File: src/rtl/sr_gate_pkg.sv
package sr_gate_pkg;

  // Calibration phase of the exit sequence
  typedef enum logic [1:0] {
    ZQ_IDLE    = 2'd0,  // no calibration owed
    ZQ_WAIT_XS = 2'd1,  // exit delay still running
    ZQ_REQ     = 2'd2,  // asking the scheduler for the command
    ZQ_OPER    = 2'd3   // calibration in progress, being timed
  } zq_state_e;

  localparam int DEF_TRFC_W    = 10;
  localparam int DEF_OFS_W     = 4;
  localparam int DEF_DLL_W     = 12;
  localparam int DEF_ZQ_W      = 10;
  localparam int DEF_MOD_W     = 4;
  localparam int DEF_MOD_FLOOR = 8;
  localparam int DEF_OFS_MIN   = 3;
  localparam int DEF_OFS_MAX   = 11;
  localparam int DEF_DLL_MIN   = 128;
  localparam int DEF_DLL_MAX   = 1024;

endpackage

File: src/rtl/sr_gate_cnt.sv
// Loadable down-counter; zero_o marks an expired window.
module sr_gate_cnt #(
  parameter int W = 8
) (
  input  logic         clk,
  input  logic         rst_n,
  input  logic         load_i,
  input  logic [W-1:0] val_i,
  output logic         zero_o
);

  logic [W-1:0] cnt_q;
  logic [W-1:0] cnt_d;
  logic         cnt_en;

  always_comb begin
    cnt_en = load_i | (cnt_q != '0);
    cnt_d  = load_i ? val_i : (cnt_q - W'(1));
  end

  always_ff @(posedge clk or negedge rst_n) begin
    if (!rst_n) begin
      cnt_q <= '0;
    end else if (cnt_en) begin
      cnt_q <= cnt_d;
    end
  end

  assign zero_o = (cnt_q == '0);

endmodule

File: src/rtl/sr_gate_zq.sv
// Sequencer for the post-exit long calibration.
module sr_gate_zq
  import sr_gate_pkg::*;
(
  input  logic clk,
  input  logic rst_n,
  input  logic exit_i,
  input  logic xs_zero_i,
  input  logic zq_issued_i,
  input  logic oper_zero_i,
  output logic oper_load_o,
  output logic req_o,
  output logic zq_ok_o
);

  zq_state_e st_q;
  zq_state_e st_d;

  always_comb begin
    st_d        = st_q;
    oper_load_o = 1'b0;
    if (exit_i) begin
      st_d = ZQ_WAIT_XS;
    end else begin
      unique case (st_q)
        ZQ_IDLE:    st_d = ZQ_IDLE;
        ZQ_WAIT_XS: if (xs_zero_i) st_d = ZQ_REQ;
        ZQ_REQ: begin
          if (zq_issued_i) begin
            st_d        = ZQ_OPER;
            oper_load_o = 1'b1;
          end
        end
        ZQ_OPER:    if (oper_zero_i) st_d = ZQ_IDLE;
        default:    st_d = ZQ_IDLE;
      endcase
    end
  end

  always_ff @(posedge clk or negedge rst_n) begin
    if (!rst_n) begin
      st_q <= ZQ_IDLE;
    end else begin
      st_q <= st_d;
    end
  end

  assign req_o   = (st_q == ZQ_REQ);
  assign zq_ok_o = (st_q == ZQ_IDLE) | ((st_q == ZQ_OPER) & oper_zero_i);

endmodule

File: src/rtl/sr_exit_gate.sv
// Command permits after self-refresh exit and mode-register writes.
module sr_exit_gate
  import sr_gate_pkg::*;
#(
  parameter int TRFC_W    = DEF_TRFC_W,
  parameter int OFS_W     = DEF_OFS_W,
  parameter int DLL_W     = DEF_DLL_W,
  parameter int ZQ_W      = DEF_ZQ_W,
  parameter int MOD_W     = DEF_MOD_W,
  parameter int MOD_FLOOR = DEF_MOD_FLOOR,
  parameter int OFS_MIN   = DEF_OFS_MIN,
  parameter int OFS_MAX   = DEF_OFS_MAX,
  parameter int DLL_MIN   = DEF_DLL_MIN,
  parameter int DLL_MAX   = DEF_DLL_MAX
) (
  input  logic              clk,
  input  logic              rst_n,
  input  logic              sr_exit_i,
  input  logic              mrs_issued_i,
  input  logic              zqcl_issued_i,
  input  logic [TRFC_W-1:0] cfg_trfc_i,
  input  logic [OFS_W-1:0]  cfg_txs_ofs_i,
  input  logic [DLL_W-1:0]  cfg_txsdll_i,
  input  logic [ZQ_W-1:0]   cfg_tzqoper_i,
  input  logic [MOD_W-1:0]  cfg_tmod_i,
  output logic              cmd_any_ok_o,
  output logic              cmd_nodata_ok_o,
  output logic              cmd_rdwr_ok_o,
  output logic              zqcl_req_o
);

  localparam int XS_W   = ((TRFC_W > OFS_W) ? TRFC_W : OFS_W) + 1;
  localparam int MODC_W = $clog2(MOD_FLOOR + (1 << MOD_W));

  localparam logic [OFS_W-1:0]  OFS_LO  = OFS_W'(OFS_MIN);
  localparam logic [OFS_W-1:0]  OFS_HI  = OFS_W'(OFS_MAX);
  localparam logic [DLL_W-1:0]  DLL_LO  = DLL_W'(DLL_MIN);
  localparam logic [DLL_W-1:0]  DLL_HI  = DLL_W'(DLL_MAX);
  localparam logic [MODC_W-1:0] MOD_BASE = MODC_W'(MOD_FLOOR);

  // Reset: asserted at once, released after two clock edges
  logic [1:0] rst_sync_q;
  logic       rst_q_n;

  always_ff @(posedge clk or negedge rst_n) begin
    if (!rst_n) begin
      rst_sync_q <= 2'b00;
    end else begin
      rst_sync_q <= {rst_sync_q[0], 1'b1};
    end
  end

  assign rst_q_n = rst_sync_q[1];

  // Clamped load values
  logic [OFS_W-1:0]  ofs_clamped;
  logic [DLL_W-1:0]  dll_clamped;
  logic [XS_W-1:0]   xs_load_val;
  logic [MODC_W-1:0] mod_load_val;

  always_comb begin
    if (cfg_txs_ofs_i < OFS_LO) begin
      ofs_clamped = OFS_LO;
    end else if (cfg_txs_ofs_i > OFS_HI) begin
      ofs_clamped = OFS_HI;
    end else begin
      ofs_clamped = cfg_txs_ofs_i;
    end

    if (cfg_txsdll_i < DLL_LO) begin
      dll_clamped = DLL_LO;
    end else if (cfg_txsdll_i > DLL_HI) begin
      dll_clamped = DLL_HI;
    end else begin
      dll_clamped = cfg_txsdll_i;
    end

    xs_load_val  = XS_W'(cfg_trfc_i) + XS_W'(ofs_clamped);
    mod_load_val = MOD_BASE + MODC_W'(cfg_tmod_i);
  end

  // Window counters
  logic mod_zero;
  logic xs_zero;
  logic dll_zero;
  logic oper_zero;
  logic oper_load;
  logic zq_ok;

  sr_gate_cnt #(.W(MODC_W)) u_mod_cnt (
    .clk    (clk),
    .rst_n  (rst_q_n),
    .load_i (mrs_issued_i),
    .val_i  (mod_load_val),
    .zero_o (mod_zero)
  );

  sr_gate_cnt #(.W(XS_W)) u_xs_cnt (
    .clk    (clk),
    .rst_n  (rst_q_n),
    .load_i (sr_exit_i),
    .val_i  (xs_load_val),
    .zero_o (xs_zero)
  );

  sr_gate_cnt #(.W(DLL_W)) u_dll_cnt (
    .clk    (clk),
    .rst_n  (rst_q_n),
    .load_i (sr_exit_i),
    .val_i  (dll_clamped),
    .zero_o (dll_zero)
  );

  sr_gate_cnt #(.W(ZQ_W)) u_oper_cnt (
    .clk    (clk),
    .rst_n  (rst_q_n),
    .load_i (oper_load),
    .val_i  (cfg_tzqoper_i),
    .zero_o (oper_zero)
  );

  sr_gate_zq u_zq (
    .clk         (clk),
    .rst_n       (rst_q_n),
    .exit_i      (sr_exit_i),
    .xs_zero_i   (xs_zero),
    .zq_issued_i (zqcl_issued_i),
    .oper_zero_i (oper_zero),
    .oper_load_o (oper_load),
    .req_o       (zqcl_req_o),
    .zq_ok_o     (zq_ok)
  );

  // Permits
  always_comb begin
    cmd_any_ok_o    = mod_zero & xs_zero;
    cmd_nodata_ok_o = cmd_any_ok_o & zq_ok;
    cmd_rdwr_ok_o   = cmd_nodata_ok_o & dll_zero;
  end

endmodule

File: config.mk
export PLATFORM = sky130hd
export DESIGN_NAME = sr_exit_gate
export DESIGN_NICKNAME = d
export VERILOG_FILES = /design/src/rtl/sr_gate_pkg.sv /design/src/rtl/sr_gate_cnt.sv /design/src/rtl/sr_gate_zq.sv /design/src/rtl/sr_exit_gate.sv
export SDC_FILE = /design/constraint.sdc
export NUM_CORES = 1
export LEC_CHECK = 0
export BUFFER_PORTS_ARGS = -buffer_cell sky130_fd_sc_hd__buf_4
export CAP_MARGIN = 20
export CORE_MARGIN = 8
export CORE_UTILIZATION = 48
export CTS_BUF_LIST = sky130_fd_sc_hd__clkbuf_8
export DETAILED_ROUTE_END_ITERATION = 12
export GPL_TIMING_DRIVEN = 0
export PLACE_DENSITY = 0.74
export SETUP_SLACK_MARGIN = 0.5
export SLEW_MARGIN = 30
export SYNTH_ARGS = -nofsm -noshare
export SYNTH_HDL_FRONTEND = slang
export SYNTH_SLANG_ARGS = --single-unit
export TNS_END_PERCENT = 30
File: constraint.sdc
create_clock -name clk -period 2.4 [get_ports clk]
set_clock_uncertainty 0.1 [all_clocks]
set_input_delay 0.12 -clock clk [delete_from_list [all_inputs] [get_ports clk]]
set_output_delay 0.12 -clock clk [all_outputs]
set_load 0.005 [all_outputs]
Yosys cells after proc, flatten, opt, wreduce, memory -nomap -nowiden
Cells that the tools add are included. Widths: inputs -> output; s select.

Output and inout port bits: 4. Register bits: 42. Bits of input ports: 45. Word-level logic and storage cells: 57.

Eq/ne operators: 6. Add/subtract/negate cells: 6. Magnitude comparators: 4. Muxes and demuxes: 16. Bitwise logic cells: 9. Reductions and logical operators: 10.

Operators with widths (number): $mux 12 (3); $gt 12x11->1 const B (1); $logic_not 12->1 (1); $lt 12x8->1 const B (1); $reduce_bool 12->1 (1); $sub 12x1->12 const B (1); $add 10x4->11 (1); $logic_not 11->1 (1); $mux 11 (1); $reduce_bool 11->1 (1); $sub 11x1->11 const B (1); $logic_not 10->1 (1); $mux 10 (1); $reduce_bool 10->1 (1); $sub 10x1->10 const B (1); $mux 2 (4); $mux 4 (2); $pmux 2 s4 (1); $ne 3x3->1 const B (2); $add 4x4->5 const A (1); $logic_not 5->1 (1); $mux 5 (1); $or 1x1->1 (5); $reduce_bool 5->1 (1); 10 further kinds (16).

Longest topological paths before layout
Word-level depth: 5. Gate-level depth with buffers: 8. Gate-level depth less buffers: 8.

Modules after synthesis
A second synthesis with hierarchy kept.

Cell total of the unflattened synthesis: 337. Area total of the unflattened synthesis: 2982.9 sq um.

Modules (own cells, without submodules): sr_gate_cnt at u_dll_cnt (cells an instance 85, instances 1, area an instance 744.5 sq um, seq. area each 300.3 sq um); sr_gate_cnt at u_xs_cnt (cells an instance 65, instances 1, area an instance 635.6 sq um, seq. area each 275.3 sq um); sr_gate_cnt at u_oper_cnt (cells an instance 63, instances 1, area an instance 579.3 sq um, seq. area each 250.2 sq um); sr_exit_gate (cells an instance 77, instances 1, area an instance 560.5 sq um, seq. area each 50.0 sq um); sr_gate_cnt at u_mod_cnt (cells an instance 27, instances 1, area an instance 279.0 sq um, seq. area each 125.1 sq um); sr_gate_zq (cells an instance 20, instances 1, area an instance 183.9 sq um, seq. area each 50.0 sq um).

Least setup slack after synthesis
No wires, ideal clock.

Path type: reg2reg. From: register u_dll_cnt.cnt_q[0]. To: register u_dll_cnt.cnt_q[1]. Buffers on the path: 1. Stages on the path, launching flop included: 8. Period minus slack after synthesis: 2247 ps. Slack: 153 ps. Arrival: 2064 ps. Required time: 2217 ps. Library setup time: 83 ps. Path through: dfrtp_1 inv_1 ha_1 or4b_1 clkbuf_1 nor4b_4 mux2_2 o21ai_0.

Word-level cells in the longest chain between the ends: 2. Elaborated cells on any way between the ends: 4. Classes of those cells: add/sub: 1; mux: 1; bitwise: 1; reduce/logical: 1.

Ends and longest elaborated chain: start: declaration (RTL line sr_gate_cnt.sv:12) `logic [W-1:0] cnt_q;`; start signal: assignment (RTL line sr_gate_cnt.sv:25) `cnt_q <= cnt_d;`; $sub 12x1->12 / $reduce_bool 12->1 (equally long branches) (RTL line sr_gate_cnt.sv:18, sr_gate_cnt.sv:17); $mux 12 / $or 1x1->1 (equally long branches) (RTL line sr_gate_cnt.sv:18, sr_gate_cnt.sv:17).

Parallel ways exist; a longest one is shown, timed or not. A chain may end at the register's enable or synchronous reset.

Final worst setup path
From: register u_oper_cnt.cnt_q[1]. To: output cmd_rdwr_ok_o.

Word-level cells in the longest chain between the ends: 5.

Ends and longest elaborated chain: start: declaration (RTL line sr_gate_cnt.sv:12); start signal: assignment (RTL line sr_gate_cnt.sv:25); $logic_not 10->1 (RTL line sr_gate_cnt.sv:29) `assign zero_o = (cnt_q == '0);`; $and 1x1->1 (RTL line sr_gate_zq.sv:49) `assign zq_ok_o = (st_q == ZQ_IDLE) | ((st_q == ZQ_OPER) & oper_zero_i);`; $or 1x1->1 (RTL line sr_gate_zq.sv:49); $and 1x1->1 (RTL line sr_exit_gate.sv:137) `cmd_nodata_ok_o = cmd_any_ok_o & zq_ok;`; $and 1x1->1 (RTL line sr_exit_gate.sv:138) `cmd_rdwr_ok_o = cmd_nodata_ok_o & dll_zero;`; end: declaration (RTL line sr_exit_gate.sv:28) `output logic cmd_rdwr_ok_o,`.

Every way passes these cells.

==> results.md <==
- Die Ht: approximately 90 microns
- Crit Path Max Fanout: 3
- Syn_area_per_cell: approximately 9.3 sq um
- Design Area, Final: between 4000 and 5000 sq um
- Area occupied by multi-input gates: 1920 sq um
- Critical path, cell by cell: inv_2, ha_4, or4b_4, buf_6, nor4_4, o211a_1, and2_4, buf_6
- R2R cell count: 8
- Placed inst area: about 3300 sq um
- Core Rows: 28
- Syn. warnings: 0
- Setup crit end kind: primary output
- Sequential share of power: 0.364
- Critical R2R Capture: u_zq.st_q[1]
- Final Slew Violations: 0
- Most frequent cell after synthesis: dfrtp_1
- Clock network power share: 0.139
- Sink Count: between 40 and 50
- Iter 0 DRT Violations: 259
- Clk buf depth: 2
- Status: finished clean
- Rel. slew slack: 0.563
- Mapped Area: 2800 sq um
- Gr ovfl total: 0
- CTS Buf Count: 5
- Logic pwr share: 0.497
- Critical path class: reg2out
- Switching part of the total: 0.384
- Synth top area share: 0.375
- HP Class: in2reg
- Unrepaired setup endpoints after global routing: yes
- M1 GR Usage: 0.225
- Diode count: 0
- M3 GR Usage: 0.0307
- Layout cell share with drive strength beyond 1: 0.370
- Register area: ~1100 sq um
- Crit path required time: approximately 2.2 ns
- Syn_nets: ~360
- Share of the yosys chip area belonging to registers: 0.375
- Final Hold Fails: 0
- Number of synthesized flops with an enable pin: 0
- Final Wtd Congestion: about 0.85
- Period utilization: 0.980
- RR Startpoint: u_oper_cnt.cnt_q[1]
- Wirelength per Cell: ~16 microns
- I/O Buffers: 46
- Switching power: between 1000 and 1500 uW
- Unique masters post-synth: 60
- Top post-synthesis cells by area: dfrtp_1 37%, ha_1 5.8%, xnor2_1 4.7%
- Via count of the routed design: 2814
- Vias in the first global route: 2690
- Nets: between 400 and 500
- Clk slew on worst S/H paths: around 0.070 ns
- Vias/cell: just under 6
- Gr busiest metal: met2
- CTS tree: yes
- Leak: 0.00180 uW
- Setup violations, final: 0
- H-tree Lvls: 2
- Initial Util: 0.485
- Area leader, netlist: dfrtp_1
- GRT Total Usage: 0.176
- Slowest cell delay on critical path: approximately 0.45 ns
- VDD IR max: slightly above 0.0005 V
- Power density over cell area: 803 nW/um^2
- Worst setup SP type: register
- Most frequent CP cell: buf_6
- Core outline area: 5780 sq um
- Initial antenna violation count: 0
- Post-synth top flop: dfrtp_1
- Slew at the pin with the worst max-slew slack: 0.650 ns
- Die area: around 8500 sq um
- Max Freq: roughly 0.43 GHz
- Slowest-stage cell, CP: or4b_4
- Worst EP arrival: ~2.1 ns
- Worst setup path endpoint: cmd_rdwr_ok_o
- WL final: roughly 8000 microns
- Drt pass-1 iters: 4
- Placed insts: 422
- Num ports: a little under 50
- Fin cells: between 400 and 500
- DP HPWL: 5080 microns
- Worst reg2reg setup slack: 0.05 ns
- Die X: approximately 90 microns
- Root Driver: clkbuf_8
- Fill count: approximately 390
- Most instantiated cells after synthesis: 42 x dfrtp_1, 23 x nand2_1, 17 x nor2_1
- Pint: about 2100 uW
- Area delta synth->final: 49.4%
- Global-route wire length before repair: around 12000 microns
- Ys async rst share: 1.00
- CP Launch Point: u_oper_cnt.cnt_q[1]
- Post-route minimum period: between 2 and 2.5 ns
- Met2 Usage GRT: 0.290
- Largest net degree at the start of global routing: 24
- FF+latch count, synth: 42
- Remaining antenna violation count after routing: 0
- Residual DRC: 0
- Cells after Synth: 300
- Skew-Pair Late Insertion Delay: around 0.30 ns
- Maxcap violations: 0
state kept, by name, summed over array words and instances (netlist names):
| register | flops |
|---|---|
| rst_sync_q | 2 |
| u_dll_cnt.cnt_q | 12 |
| u_mod_cnt.cnt_q | 5 |
| u_xs_cnt.cnt_q | 11 |
| u_zq.st_q | 2 |
| u_oper_cnt.cnt_q | 10 |
metrics by stage:
stage | utilization | total power (uW) | hold slack [ns] | setup slack (ns) | TNS, ns
2_1_floorplan | - | 2000 | -0.276 | 0.185 | 0
3_3_place_gp | 0.565 | 2230 | -0.197 | 0.0381 | 0
3_5_place_dp | 0.571 | 2280 | -0.196 | 0.0257 | 0
4_1_cts | 0.654 | 2950 | 0.000983 | 0.0320 | 0
5_1_grt | 0.725 | 3590 | 0.0224 | -0.0526 | -0.170
6_report | 0.725 | 3370 | 0.0106 | 0.0489 | 0
how the worst min path moves through the flow:
stage | from | slack, ns | endpoint | depth (start not counted)
finish | cfg_trfc_i[9] | 0.01 | u_xs_cnt.cnt_q[10] | 3
global route | cfg_trfc_i[9] | 0.02 | u_xs_cnt.cnt_q[10] | 3
CTS | cfg_txsdll_i[11] | 0.001 | u_dll_cnt.cnt_q[10] | 3
detailed placement | rst_n | -0.20 | rst_sync_q[0] | 1
global placement | rst_n | -0.20 | rst_sync_q[0] | 1
floorplan | rst_n | -0.28 | rst_sync_q[0] | 0
worst max-delay path: cells and delay by family (launching register included):
kind / cells / cell delay, ns
AO/OA/AOI/OAI: 1 / 0.20
adder cells (fa/ha/maj): 1 / 0.12
buffers and inverters: 3 / 0.32
flip-flops: 1 / 0.40
AND/OR/NAND/NOR: 3 / 0.79
repair_timing:
action,4_1_cts,5_1_grt
gates resized for setup,13,67
pin swaps,10,27
cloned,0,0
endpoints found under the setup margin,32,39
hold buffers,23,0
setup buffers,14,19
hold endpoints to repair,24,0
kinds of logic (layout without fill, tap and decap cells):
kind of cell,count (synthesis),after routing,synth area share
AOI/OAI and AO/OA,69,69,0.178
buffers and inverters,30,141,0.0428
DFF,42,42,0.375
other,1,1,0.00134
xor gates and xnor gates,22,22,0.0687
adders and majority gates,14,14,0.0652
and+or+nand+nor,111,111,0.228
muxes,11,11,0.0415
power groups by stage:
stage	Combinational [uW]	Sequential (uW)	Clock (uW)
after floorplan	881	1120	0
after global placement	1060	1170	0
after detailed placement	1100	1180	0
after CTS	1300	1170	484
after global routing	1830	1250	507
final	1670	1220	468
cell usage in the layout, fill, tap and decap left out, drive strengths merged, types with 4 or more instances in the layout:
master,count
o31ai,7
or2,4
nand2,23
buf,85
nor2,17
nand2b,5
a31oi,6
clkbuf,15
nor4,8
a22o,5
o21ai,16
dfrtp,42
mux2i,6
nor2b,5
o211ai,4
mux2,5
inv,16
or4,7
a21oi,8
nand3,7
nand4,5
nor3,14
xor2,7
xnor2,15
dlygate4sd3,23
ha,13
layer usage:
metal / vias to the layer above / wire [microns]
met5: - / 0
met4: 0 / 176
met3: 19 / 416
met2: 99 / 3860
met1: 1369 / 3480
li1: 1327 / -
final cells by class:
| cell class | instances | area share |
|---|---|---|
| timing repair buffer | 103 | 0.211 |
| clock inverter | 2 | 0.00209 |
| sequential | 42 | 0.252 |
| buffer | 14 | 0.0194 |
| clock buffer | 6 | 0.0197 |
| tap | 75 | 0.0224 |
| inverter | 16 | 0.0152 |
| multi-input combinational | 228 | 0.458 |
(Power assumes the default switching activity.)
